[src/rtl/sfg_pkg.sv]
package sfg_pkg;

   typedef enum logic {
      CODE_RESUME = 1'b0,
      CODE_STOP   = 1'b1
   } ctrl_kind_e;

   function automatic logic [7:0] ctrl_byte(input ctrl_kind_e kind,
                                            input logic [7:0] resume_code,
                                            input logic [7:0] stop_code);
      return (kind == CODE_STOP) ? stop_code : resume_code;
   endfunction

endpackage

[src/rtl/sfg_line_sync.sv]
module sfg_line_sync #(
   parameter int STAGES = 2
) (
   input  logic clk,
   input  logic rst_n,
   input  logic raw_in,
   input  logic pol_high,
   output logic asserted
);

   generate
      if (STAGES < 1) begin : g_bad_stages
         $error("sfg_line_sync: STAGES must be at least 1");
      end
   endgenerate

   logic [STAGES-1:0] chain;

   generate
      if (STAGES == 1) begin : g_single
         always_ff @(posedge clk or negedge rst_n) begin
            if (!rst_n) chain <= '0;
            else        chain <= raw_in;
         end
      end else begin : g_multi
         always_ff @(posedge clk or negedge rst_n) begin
            if (!rst_n) chain <= '0;
            else        chain <= {chain[STAGES-2:0], raw_in};
         end
      end
   endgenerate

   assign asserted = pol_high ? chain[STAGES-1] : ~chain[STAGES-1];

endmodule

[src/rtl/sfg_level_watch.sv]
module sfg_level_watch #(
   parameter int LVL_W       = 9,
   parameter int DEPTH_SMALL = 256,
   parameter int DEPTH_LARGE = 384,
   parameter int BUF_TOTAL   = 512
) (
   input  logic             clk,
   input  logic             rst_n,
   input  logic [LVL_W-1:0] level,
   input  logic [LVL_W-1:0] high_mark,
   input  logic [LVL_W-1:0] low_mark,
   input  logic             deep_sel,
   input  logic             ovf_evt,
   input  logic             ovf_clr,
   input  logic             byte_stored,
   output logic             hold_req,
   output logic             hold_rise,
   output logic             hold_fall,
   output logic             ovf_flag,
   output logic [LVL_W-1:0] in_cap,
   output logic [LVL_W-1:0] out_cap
);

   localparam int LVL_MAX = (1 << LVL_W) - 1;

   generate
      if (DEPTH_SMALL >= DEPTH_LARGE) begin : g_bad_order
         $error("sfg_level_watch: DEPTH_SMALL must be below DEPTH_LARGE");
      end
      if (DEPTH_LARGE >= BUF_TOTAL) begin : g_bad_total
         $error("sfg_level_watch: DEPTH_LARGE must be below BUF_TOTAL");
      end
      if (DEPTH_LARGE > LVL_MAX || (BUF_TOTAL - DEPTH_SMALL) > LVL_MAX) begin : g_bad_width
         $error("sfg_level_watch: LVL_W too narrow for the capacities");
      end
   endgenerate

   localparam logic [LVL_W-1:0] IN_SMALL  = LVL_W'(DEPTH_SMALL);
   localparam logic [LVL_W-1:0] IN_LARGE  = LVL_W'(DEPTH_LARGE);
   localparam logic [LVL_W-1:0] OUT_WIDE  = LVL_W'(BUF_TOTAL - DEPTH_SMALL);
   localparam logic [LVL_W-1:0] OUT_NARROW = LVL_W'(BUF_TOTAL - DEPTH_LARGE);

   logic [LVL_W-1:0] eff_high;
   logic             hold_next;
   logic             ovf_hit;

   assign in_cap   = deep_sel ? IN_LARGE : IN_SMALL;
   assign out_cap  = deep_sel ? OUT_NARROW : OUT_WIDE;
   assign eff_high = (high_mark < in_cap) ? high_mark : in_cap;

   always_comb begin
      hold_next = hold_req;
      if (level >= eff_high)      hold_next = 1'b1;
      else if (level <= low_mark) hold_next = 1'b0;
   end

   assign hold_rise = hold_next & ~hold_req;
   assign hold_fall = ~hold_next & hold_req;
   assign ovf_hit   = ovf_evt | (byte_stored & (level >= in_cap));

   always_ff @(posedge clk or negedge rst_n) begin
      if (!rst_n) begin
         hold_req <= 1'b0;
         ovf_flag <= 1'b0;
      end else begin
         hold_req <= hold_next;
         if (ovf_hit)      ovf_flag <= 1'b1;
         else if (ovf_clr) ovf_flag <= 1'b0;
      end
   end

   a_r2_high_sets_hold: assert property (@(posedge clk) disable iff (!rst_n)
      (level >= eff_high) |=> hold_req);

   a_r3_low_clears_hold: assert property (@(posedge clk) disable iff (!rst_n)
      (level <= low_mark && level < eff_high) |=> !hold_req);

   a_r8_flag_sticky: assert property (@(posedge clk) disable iff (!rst_n)
      (ovf_flag && !ovf_clr) |=> ovf_flag);

   a_r8_event_sets: assert property (@(posedge clk) disable iff (!rst_n)
      ovf_evt |=> ovf_flag);

endmodule

[src/rtl/sfg_rx_filter.sv]
module sfg_rx_filter #(
   parameter int          DATA_W      = 8,
   parameter logic [7:0]  RESUME_CODE = 8'h11,
   parameter logic [7:0]  STOP_CODE   = 8'h13
) (
   input  logic              clk,
   input  logic              rst_n,
   input  logic              sw_en,
   input  logic              in_valid,
   input  logic [DATA_W-1:0] in_data,
   output logic              out_valid,
   output logic [DATA_W-1:0] out_data,
   output logic              remote_hold
);

   generate
      if (DATA_W < 8) begin : g_bad_width
         $error("sfg_rx_filter: DATA_W must hold an 8-bit code");
      end
   endgenerate

   logic is_stop;
   logic is_resume;
   logic consume;

   assign is_stop   = in_valid && (in_data[7:0] == STOP_CODE);
   assign is_resume = in_valid && (in_data[7:0] == RESUME_CODE);
   assign consume   = sw_en && (is_stop || is_resume);

   always_ff @(posedge clk or negedge rst_n) begin
      if (!rst_n) begin
         out_valid   <= 1'b0;
         out_data    <= '0;
         remote_hold <= 1'b0;
      end else begin
         out_valid <= in_valid && !consume;
         if (in_valid) out_data <= in_data;
         if (!sw_en)         remote_hold <= 1'b0;
         else if (is_stop)   remote_hold <= 1'b1;
         else if (is_resume) remote_hold <= 1'b0;
      end
   end

   a_r7_codes_consumed: assert property (@(posedge clk) disable iff (!rst_n)
      (sw_en && (is_stop || is_resume)) |=> !out_valid);

   a_r7_stop_pauses: assert property (@(posedge clk) disable iff (!rst_n)
      (sw_en && is_stop) |=> remote_hold);

   a_r10_off_clears: assert property (@(posedge clk) disable iff (!rst_n)
      !sw_en |=> !remote_hold);

endmodule

[src/rtl/sfg_tx_mux.sv]
module sfg_tx_mux #(
   parameter int          DATA_W      = 8,
   parameter logic [7:0]  RESUME_CODE = 8'h11,
   parameter logic [7:0]  STOP_CODE   = 8'h13
) (
   input  logic              clk,
   input  logic              rst_n,
   input  logic              load_stop,
   input  logic              load_resume,
   input  logic              paused,
   input  logic              in_valid,
   input  logic [DATA_W-1:0] in_data,
   output logic              in_ready,
   output logic              out_valid,
   output logic [DATA_W-1:0] out_data,
   input  logic              out_ready
);

   import sfg_pkg::*;

   logic       pend_valid;
   ctrl_kind_e pend_kind;

   always_ff @(posedge clk or negedge rst_n) begin
      if (!rst_n) begin
         pend_valid <= 1'b0;
         pend_kind  <= CODE_RESUME;
      end else begin
         if (load_stop || load_resume) begin
            pend_valid <= 1'b1;
            pend_kind  <= load_stop ? CODE_STOP : CODE_RESUME;
         end else if (pend_valid && out_ready) begin
            pend_valid <= 1'b0;
         end
      end
   end

   assign out_valid = pend_valid | (~paused & in_valid);
   assign out_data  = pend_valid ? DATA_W'(ctrl_byte(pend_kind, RESUME_CODE, STOP_CODE))
                                 : in_data;
   assign in_ready  = ~pend_valid & ~paused & out_ready;

   a_r6_code_retires: assert property (@(posedge clk) disable iff (!rst_n)
      (pend_valid && out_ready && !load_stop && !load_resume) |=> !pend_valid);

   a_r6_code_first: assert property (@(posedge clk) disable iff (!rst_n)
      (load_stop || load_resume) |=> (out_valid && !in_ready));

   a_r5_pause_blocks: assert property (@(posedge clk) disable iff (!rst_n)
      (paused && !pend_valid) |-> !in_ready);

endmodule

[src/rtl/serial_flow_gate.sv]
module serial_flow_gate #(
   parameter int          LVL_W       = 9,
   parameter int          DATA_W      = 8,
   parameter int          DEPTH_SMALL = 256,
   parameter int          DEPTH_LARGE = 384,
   parameter int          BUF_TOTAL   = 512,
   parameter int          SYNC_STAGES = 2,
   parameter logic [7:0]  RESUME_CODE = 8'h11,
   parameter logic [7:0]  STOP_CODE   = 8'h13
) (
   input  logic              clk,
   input  logic              rst_n,
   input  logic              cfg_hw_en,
   input  logic              cfg_sw_en,
   input  logic              cfg_pol_high,
   input  logic              cfg_deep_in,
   input  logic [LVL_W-1:0]  cfg_high_mark,
   input  logic [LVL_W-1:0]  cfg_low_mark,
   input  logic              cfg_ovf_clr,
   input  logic [LVL_W-1:0]  in_level,
   input  logic              in_ovf_evt,
   output logic [LVL_W-1:0]  in_cap,
   output logic [LVL_W-1:0]  out_cap,
   output logic              ovf_flag,
   input  logic              tx_in_valid,
   input  logic [DATA_W-1:0] tx_in_data,
   output logic              tx_in_ready,
   output logic              tx_out_valid,
   output logic [DATA_W-1:0] tx_out_data,
   input  logic              tx_out_ready,
   input  logic              rx_in_valid,
   input  logic [DATA_W-1:0] rx_in_data,
   output logic              rx_out_valid,
   output logic [DATA_W-1:0] rx_out_data,
   output logic              rts_pin,
   input  logic              cts_pin
);

   logic hold_req, hold_rise, hold_fall;
   logic cts_ok, sw_hold, paused, rts_asserted;

   sfg_level_watch #(
      .LVL_W(LVL_W), .DEPTH_SMALL(DEPTH_SMALL),
      .DEPTH_LARGE(DEPTH_LARGE), .BUF_TOTAL(BUF_TOTAL)
   ) u_level (
      .clk(clk), .rst_n(rst_n),
      .level(in_level), .high_mark(cfg_high_mark), .low_mark(cfg_low_mark),
      .deep_sel(cfg_deep_in), .ovf_evt(in_ovf_evt), .ovf_clr(cfg_ovf_clr),
      .byte_stored(rx_out_valid),
      .hold_req(hold_req), .hold_rise(hold_rise), .hold_fall(hold_fall),
      .ovf_flag(ovf_flag), .in_cap(in_cap), .out_cap(out_cap)
   );

   sfg_line_sync #(.STAGES(SYNC_STAGES)) u_cts (
      .clk(clk), .rst_n(rst_n), .raw_in(cts_pin),
      .pol_high(cfg_pol_high), .asserted(cts_ok)
   );

   sfg_rx_filter #(
      .DATA_W(DATA_W), .RESUME_CODE(RESUME_CODE), .STOP_CODE(STOP_CODE)
   ) u_rx (
      .clk(clk), .rst_n(rst_n), .sw_en(cfg_sw_en),
      .in_valid(rx_in_valid), .in_data(rx_in_data),
      .out_valid(rx_out_valid), .out_data(rx_out_data),
      .remote_hold(sw_hold)
   );

   assign paused = (cfg_hw_en & ~cts_ok) | (cfg_sw_en & sw_hold);

   sfg_tx_mux #(
      .DATA_W(DATA_W), .RESUME_CODE(RESUME_CODE), .STOP_CODE(STOP_CODE)
   ) u_tx (
      .clk(clk), .rst_n(rst_n),
      .load_stop(cfg_sw_en & hold_rise), .load_resume(cfg_sw_en & hold_fall),
      .paused(paused),
      .in_valid(tx_in_valid), .in_data(tx_in_data), .in_ready(tx_in_ready),
      .out_valid(tx_out_valid), .out_data(tx_out_data), .out_ready(tx_out_ready)
   );

   assign rts_asserted = ~(cfg_hw_en & hold_req);
   assign rts_pin      = cfg_pol_high ? rts_asserted : ~rts_asserted;

   a_r4_rts_follows_hold: assert property (@(posedge clk) disable iff (!rst_n)
      (cfg_hw_en && in_level >= in_cap) |=> (rts_pin != cfg_pol_high));

   a_r5_no_data_when_blocked: assert property (@(posedge clk) disable iff (!rst_n)
      (tx_in_valid && tx_in_ready) |-> (tx_out_valid && tx_out_data == tx_in_data));

endmodule

[config.mk]
export PLATFORM = sky130hd
export DESIGN_NAME = serial_flow_gate
export DESIGN_NICKNAME = d
export VERILOG_FILES = /design/src/rtl/sfg_pkg.sv /design/src/rtl/sfg_line_sync.sv /design/src/rtl/sfg_level_watch.sv /design/src/rtl/sfg_rx_filter.sv /design/src/rtl/sfg_tx_mux.sv /design/src/rtl/serial_flow_gate.sv
export SDC_FILE = /design/constraint.sdc
export NUM_CORES = 1
export LEC_CHECK = 0
export BUFFER_PORTS_ARGS = -buffer_cell sky130_fd_sc_hd__buf_2
export CAP_MARGIN = 10
export CORE_ASPECT_RATIO = 0.75
export CORE_MARGIN = 8
export CORE_UTILIZATION = 42
export DETAILED_ROUTE_END_ITERATION = 12
export PLACE_DENSITY = 0.84
export SLEW_MARGIN = 20
export SYNTH_ARGS = -nofsm -noshare
export SYNTH_HDL_FRONTEND = slang
export SYNTH_SLANG_ARGS = --single-unit
[constraint.sdc]
create_clock -name clk -period 1.6 [get_ports clk]
set_input_delay 0.24 -clock clk [delete_from_list [all_inputs] [get_ports clk]]
set_output_delay 0.24 -clock clk [all_outputs]
set_load 0.01 [all_outputs]
Yosys cells after proc, flatten, opt, wreduce, memory -nomap -nowiden --
Cells that the tools add are included.
Storage, ports and cells: memory bits (read-only) 0, memories 0, bits in registers 16, bits in latches 0, bits in writable memories 0
Operators by class: $add $sub $neg 0, reductions and logical operators 10, shifts and indexed selects 0, multipliers 0, order comparisons 4, div/mod/pow operators 0, bitwise operators 21, muxes and demuxes 17, equal/unequal tests 3
Operators with widths (count):
- $ge A9 B9 Y1 | 2
- $mux W9 | 2
- $eq A8 B5 Y1 const B | 2
- $mux W8 | 2
- $mux W1 | 12
- $and A1 B1 Y1 | 11
- $le A9 B9 Y1 | 1
- $lt A9 B9 Y1 | 1
- $not A1 Y1 | 7
- $logic_and A1 B1 Y1 | 5
- $reduce_bool A2 Y1 | 2
- $ne A3 B1 Y1 const B | 1
- $or A1 B1 Y1 | 3
- $logic_or A1 B1 Y1 | 2
- $mux W2 | 1
- $logic_not A1 Y1 | 1

Longest topological paths before layout --
word-level depth 10, depth in mapped cells 9, mapped depth without buffers 9

Hierarchy --
From an unflattened synthesis, not the netlist that was laid out.
Second synthesis, totals: cell total of the unflattened synthesis 151, area total of the unflattened synthesis 1393.8 µm²
By module, submodules not included:
- sfg_level_watch | area an instance 730.7 µm², instances 1, sequential area each 50.0 µm², cells an instance 96
- sfg_rx_filter | area an instance 394.1 µm², instances 1, sequential area each 250.2 µm², cells an instance 26
- sfg_tx_mux | area an instance 172.7 µm², instances 1, sequential area each 50.0 µm², cells an instance 19
- sfg_line_sync | area an instance 58.8 µm², instances 1, sequential area each 50.0 µm², cells an instance 3
- serial_flow_gate | area an instance 37.5 µm², instances 1, sequential area each 0.0 µm², cells an instance 7

Worst setup path before layout --
No wires, ideal clock.
path kind input to register, from input cfg_deep_in, to register u_tx.pend_kind, path slack -0.257 ns, buffers on the path 0, arrival time 1.727 ns, data required time 1.471 ns, setup time 0.129 ns, cell stages on the path 9, path through inv_1 -> o21ai_1 -> and2_1 -> ha_1 -> nand2b_1 -> a31oi_1 -> o21bai_1 -> a222oi_1 -> nor2_1
Between the ends: cells in the longest elaborated chain, start to end 9, elaborated cells between the ends (all ways) 12, classes of those cells 2 x order compare; 4 x mux; 5 x bitwise; 1 x reduce/logical
RTL lines:
- from (decl) | RTL line serial_flow_gate.sv:16 | input logic cfg_deep_in,
- $mux W8 * | RTL line sfg_level_watch.sv:47 | assign in_cap = deep_sel ? IN_LARGE : IN_SMALL;
- $lt A9 B9 Y1 | RTL line sfg_level_watch.sv:49 | assign eff_high = (high_mark < in_cap) ? high_mark : in_cap;
- $mux W9 * | RTL line sfg_level_watch.sv:49
- $ge A9 B9 Y1 * | RTL line sfg_level_watch.sv:53 | if (level >= eff_high) hold_next = 1'b1;
- $mux W1 * | RTL line sfg_level_watch.sv:53
- $not A1 Y1 | RTL line sfg_level_watch.sv:58 | assign hold_fall = ~hold_next & hold_req;
- $and A1 B1 Y1 | RTL line sfg_level_watch.sv:58
- $and A1 B1 Y1 | RTL line serial_flow_gate.sv:74 | .load_stop(cfg_sw_en & hold_rise), .load_resume(cfg_sw_en & hold_fall),
- $logic_or A1 B1 Y1 | RTL line sfg_tx_mux.sv:29 | if (load_stop || load_resume) begin
- to (signal assigned) | RTL line sfg_tx_mux.sv:31 | pend_kind <= load_stop ? CODE_STOP : CODE_RESUME;
- to (decl) | RTL line sfg_tx_mux.sv:22 | ctrl_kind_e pend_kind;
Every way passes the cells marked *; elsewhere a longest branch is shown, timed or not. A chain may end at the register's enable or synchronous reset.

Final worst setup path --
from input cfg_high_mark[7], to register u_tx.pend_valid
Between the ends: cells in the longest elaborated chain, start to end 9, elaborated cells between the ends (all ways) 12, classes of those cells 2 x order compare; 3 x mux; 5 x bitwise; 2 x reduce/logical
RTL lines:
- from (decl) | RTL line serial_flow_gate.sv:17 | input logic [LVL_W-1:0] cfg_high_mark,
- $lt A9 B9 Y1 | RTL line sfg_level_watch.sv:49
- $mux W9 * | RTL line sfg_level_watch.sv:49
- $ge A9 B9 Y1 * | RTL line sfg_level_watch.sv:53
- $mux W1 * | RTL line sfg_level_watch.sv:53
- $not A1 Y1 | RTL line sfg_level_watch.sv:58
- $and A1 B1 Y1 | RTL line sfg_level_watch.sv:58
- $and A1 B1 Y1 | RTL line serial_flow_gate.sv:74
- $logic_or A1 B1 Y1 * | RTL line sfg_tx_mux.sv:29
- $mux W1 / $reduce_bool A2 Y1 (equally long branches)
- to (signal assigned) | RTL line sfg_tx_mux.sv:26 | pend_valid <= 1'b0;
- to (signal assigned) | RTL line sfg_tx_mux.sv:30 | pend_valid <= 1'b1;
- to (signal assigned) | RTL line sfg_tx_mux.sv:33 | pend_valid <= 1'b0;
- to (decl) | RTL line sfg_tx_mux.sv:21 | logic pend_valid;
Marks and branches as above.

==> results.py <==
metrics = {
    "setup_path": {
        "crit_type": "input pin to register",
        "cp.arrival_ps": 1810,
        "cp_data_required_time_ps": 1780,
        "worst_setup_path_end_kind": "register",
        "path_max_fanout": 3,
        "startpoint_type": "input pin",
    },
    "clocking": {
        "cts_h_tree_lvls": 1,
        "insertion_delay_ps": 260,
        "clock_tree_from_tritoncts": "done",
        "clock_sinks": 16,
        "cts.reportedPaths.clkPinSlew_ps": 60,
        "cts_made_buffers": 3,
        "cts_root_buf": "sky130_fd_sc_hd__clkbuf_8",
        "worst_case_clock_buffer_depth": 2,
    },
    "placed_design": {
        "placed_area_um2": 1850,
        "detailedPlacementHpwl_um": 3350,
        "dp_worst_setup_slack_ps": -461,
        "port_buffers": 78,
        "gp_routability_congestion": 0.810,
    },
    "logic_synthesis": {
        "syn_avg_cell_area_um2": 9.23,
        "edff_count_synth": 0,
        "synth_top_area_cell": "sky130_fd_sc_hd__dfrtp_1",
        "syn-instance-count": 150,
        "synth.ff_latch_count": 16,
        "syn_area_um2": 1380,
        "post_synth_main_area_contributors": "sky130_fd_sc_hd__dfrtp_1 29%, sky130_fd_sc_hd__ha_1 17%, sky130_fd_sc_hd__buf_4 9.2%",
        "ys.warnings.count": 0,
        "top_post_synthesis_cells_by_count": "19 x sky130_fd_sc_hd__ha_1, 17 x sky130_fd_sc_hd__buf_4, 16 x sky130_fd_sc_hd__dfrtp_1",
        "synth_top_area_share_pct": 28.9,
        "synth_async_sr_flop_share_pct": 100,
        "most_frequent_cell_after_synthesis": "sky130_fd_sc_hd__ha_1",
        "ys_dominant_reg_cell": "sky130_fd_sc_hd__dfrtp_1",
        "synth.distinct_cells": 41,
        "synth_sequential_area_ratio_pct": 28.9,
    },
    "floorplanning": {
        "std_cell_rows": 18,
        "io_count": 94,
        "die_h_um": 65.7,
        "initial_utilization_pct": 43.0,
        "core_um2": 3220,
        "die-area_um2": 5410,
        "die_width_um": 82.3,
    },
    "grt": {
        "grt_overflow": 0,
        "grt_max_degree": 17,
        "grtUsageTotal_pct": 13.5,
        "grt_antenna_before_repair": 0,
        "first_global_vias": 1335,
        "first_pass_grt_wire_length_um": 5790,
    },
    "layout": {
        "antennaDiodeCount": 0,
        "fraction_of_final_layout_cells_sized_beyond_drive_strength_1_pct": 52.3,
        "finish.instance_area_um2": 2070,
        "finalNetCount": 314,
        "layout-area-overhead-vs-synth_pct": 49.3,
    },
    "sta": {
        "timing.final.crit_share_pct": 102,
        "timing.final.crit_period_ps": 1630,
        "timing_max_transition_violations_final": 0,
        "grt_setup_unrepaired": "true",
        "setup_ws_ps": -29.2,
        "setup_viol": 2,
        "max_clock_freq_mhz": 614,
        "timing_hold_violations_final": 0,
        "final.setup_skew_ps": 6.51,
        "final.setup.tns_ps": -46.1,
    },
    "routing": {
        "total_vias_in_the_final_route": 1341,
        "routed_wirelength_um": 4070,
        "routedWlPerCell_um": 14.6,
        "first_pass_iters": 4,
        "routed_via_density": 4.81,
        "drc": 0,
        "postRouteAntennaNets": 0,
        "initialDrtViolationCount": 54,
    },
    "power_and_ir_drop": {
        "totalPowerFinal_mw": 1.50,
        "power_density_nw_per_um2": 725,
        "ir_drop_mv": 0.379,
        "static-leakage-power_nw": 1.08,
    },
    "status": {
        "status": "complete, but fails checks",
        "violations_in_the_final_reports": "negative setup slack",
    },
    "job": {
        "maxCapViolations": 0,
    },
    "worst_hold_path": {
        "holdCritPathClass": "input pin to register",
    },
}
-- registers in the layout, summed over array words and instances (netlist names) --
name              cells
u_tx.pend_valid       1
u_tx.pend_kind        1
u_rx.out_valid        1
u_level.hold_req      1
u_cts.chain           2
u_rx.out_data         8
u_level.ovf_flag      1
u_rx.remote_hold      1
-- routing by layer --
| metal | vias up | routed length [µm] | GRT usage (%) | part of all wire (%) |
|---|---|---|---|---|
| li1 | 670 | - | - | - |
| met1 | 615 | 1490 | 14.3 | 37 |
| met2 | 50 | 2060 | 24.9 | 50 |
| met3 | 6 | 451 | 3.81 | 11 |
| met4 | 0 | 74 | 4.59 | 1.8 |
| met5 | - | 0 | 0 | 0 |
-- kinds of logic (layout without fill, tap and decap cells) --
logic type | Yosys count | after routing | synth area share (%)
other | 2 | 15 | 0.543
muxes | 10 | 10 | 8.05
adders and majority gates | 19 | 19 | 17.2
buffers and inverters | 34 | 110 | 13.8
xor gates and xnor gates | 2 | 2 | 1.27
and+or+nand+nor | 41 | 41 | 16.6
AOI/OAI and AO/OA | 26 | 26 | 13.6
DFF | 16 | 16 | 28.9
-- power breakdown --
part	switching, mW	internal (mW)
logic	0.308	0.321
registers	0.0544	0.458
clock network	0.137	0.219
-- critical path: stages --
cell and delay (ps):
sky130_fd_sc_hd__buf_6 100, sky130_fd_sc_hd__o21ai_4 180, sky130_fd_sc_hd__buf_6 130, sky130_fd_sc_hd__nand2_4 50, sky130_fd_sc_hd__ha_4 230, sky130_fd_sc_hd__a21o_1 200
sky130_fd_sc_hd__a31oi_4 180, sky130_fd_sc_hd__o21bai_4 80, sky130_fd_sc_hd__a221oi_1 270, sky130_fd_sc_hd__nand4b_1 140
-- final timing paths --
| check | cells past startpoint | startpoint | slack (ps) | to |
|---|---|---|---|---|
| worst max-delay path | 10 | cfg_high_mark[7] | -30 | u_tx.pend_valid |
| worst min-delay path | 1 | cts_pin | 80 | u_cts.chain[0] |
| worst max register to register | 4 | u_level.hold_req | 220 | u_tx.pend_valid |
| worst min register to register | 0 | u_cts.chain[0] | 350 | u_cts.chain[1] |
| max in group asynchronous | 2 | rst_n | 920 | u_tx.pend_valid |
| min in group asynchronous | 2 | rst_n | 410 | u_tx.pend_kind |
-- metrics by stage --
stage               hold slack, ps  std cells  util, %
global route                  76.5        279     64.1
detailed placement             163        271     57.3
finish                        83.6        279     64.1
global placement               168        271     57.3
CTS                           81.5        276     60.3
floorplan                    -55.6        163        -
-- placed cells by master, fill, tap and decap left out, drive strengths merged, types with 3 or more instances in the layout --
cell type,netlist,layout
dfrtp,16,16
clkbuf,2,4
ha,19,19
conb,2,15
nor2,3,3
buf,17,90
nor2b,7,7
mux2,9,9
inv,15,15
o21ai,7,7
a21oi,6,6
nand2,11,11
nand4,5,5
-- cell type report --
type	instances	area (µm²)
repair buffers	91	519
multi-input cells	113	971
inverters	15	68.8
flip-flops and latches	16	402
clock buffers	4	55.1
well taps	40	50.0
fillers	255	1150
-- repair_timing --
action | CTS | global route
gates resized for setup | 6 | 19
pin swaps | 7 | 13
hold endpoints to repair | 16 | 0
endpoints found under the setup margin | 3 | 4
hold buffers | 1 | 0
buffers inserted | 0 | 3
(Power assumes the default switching activity.)
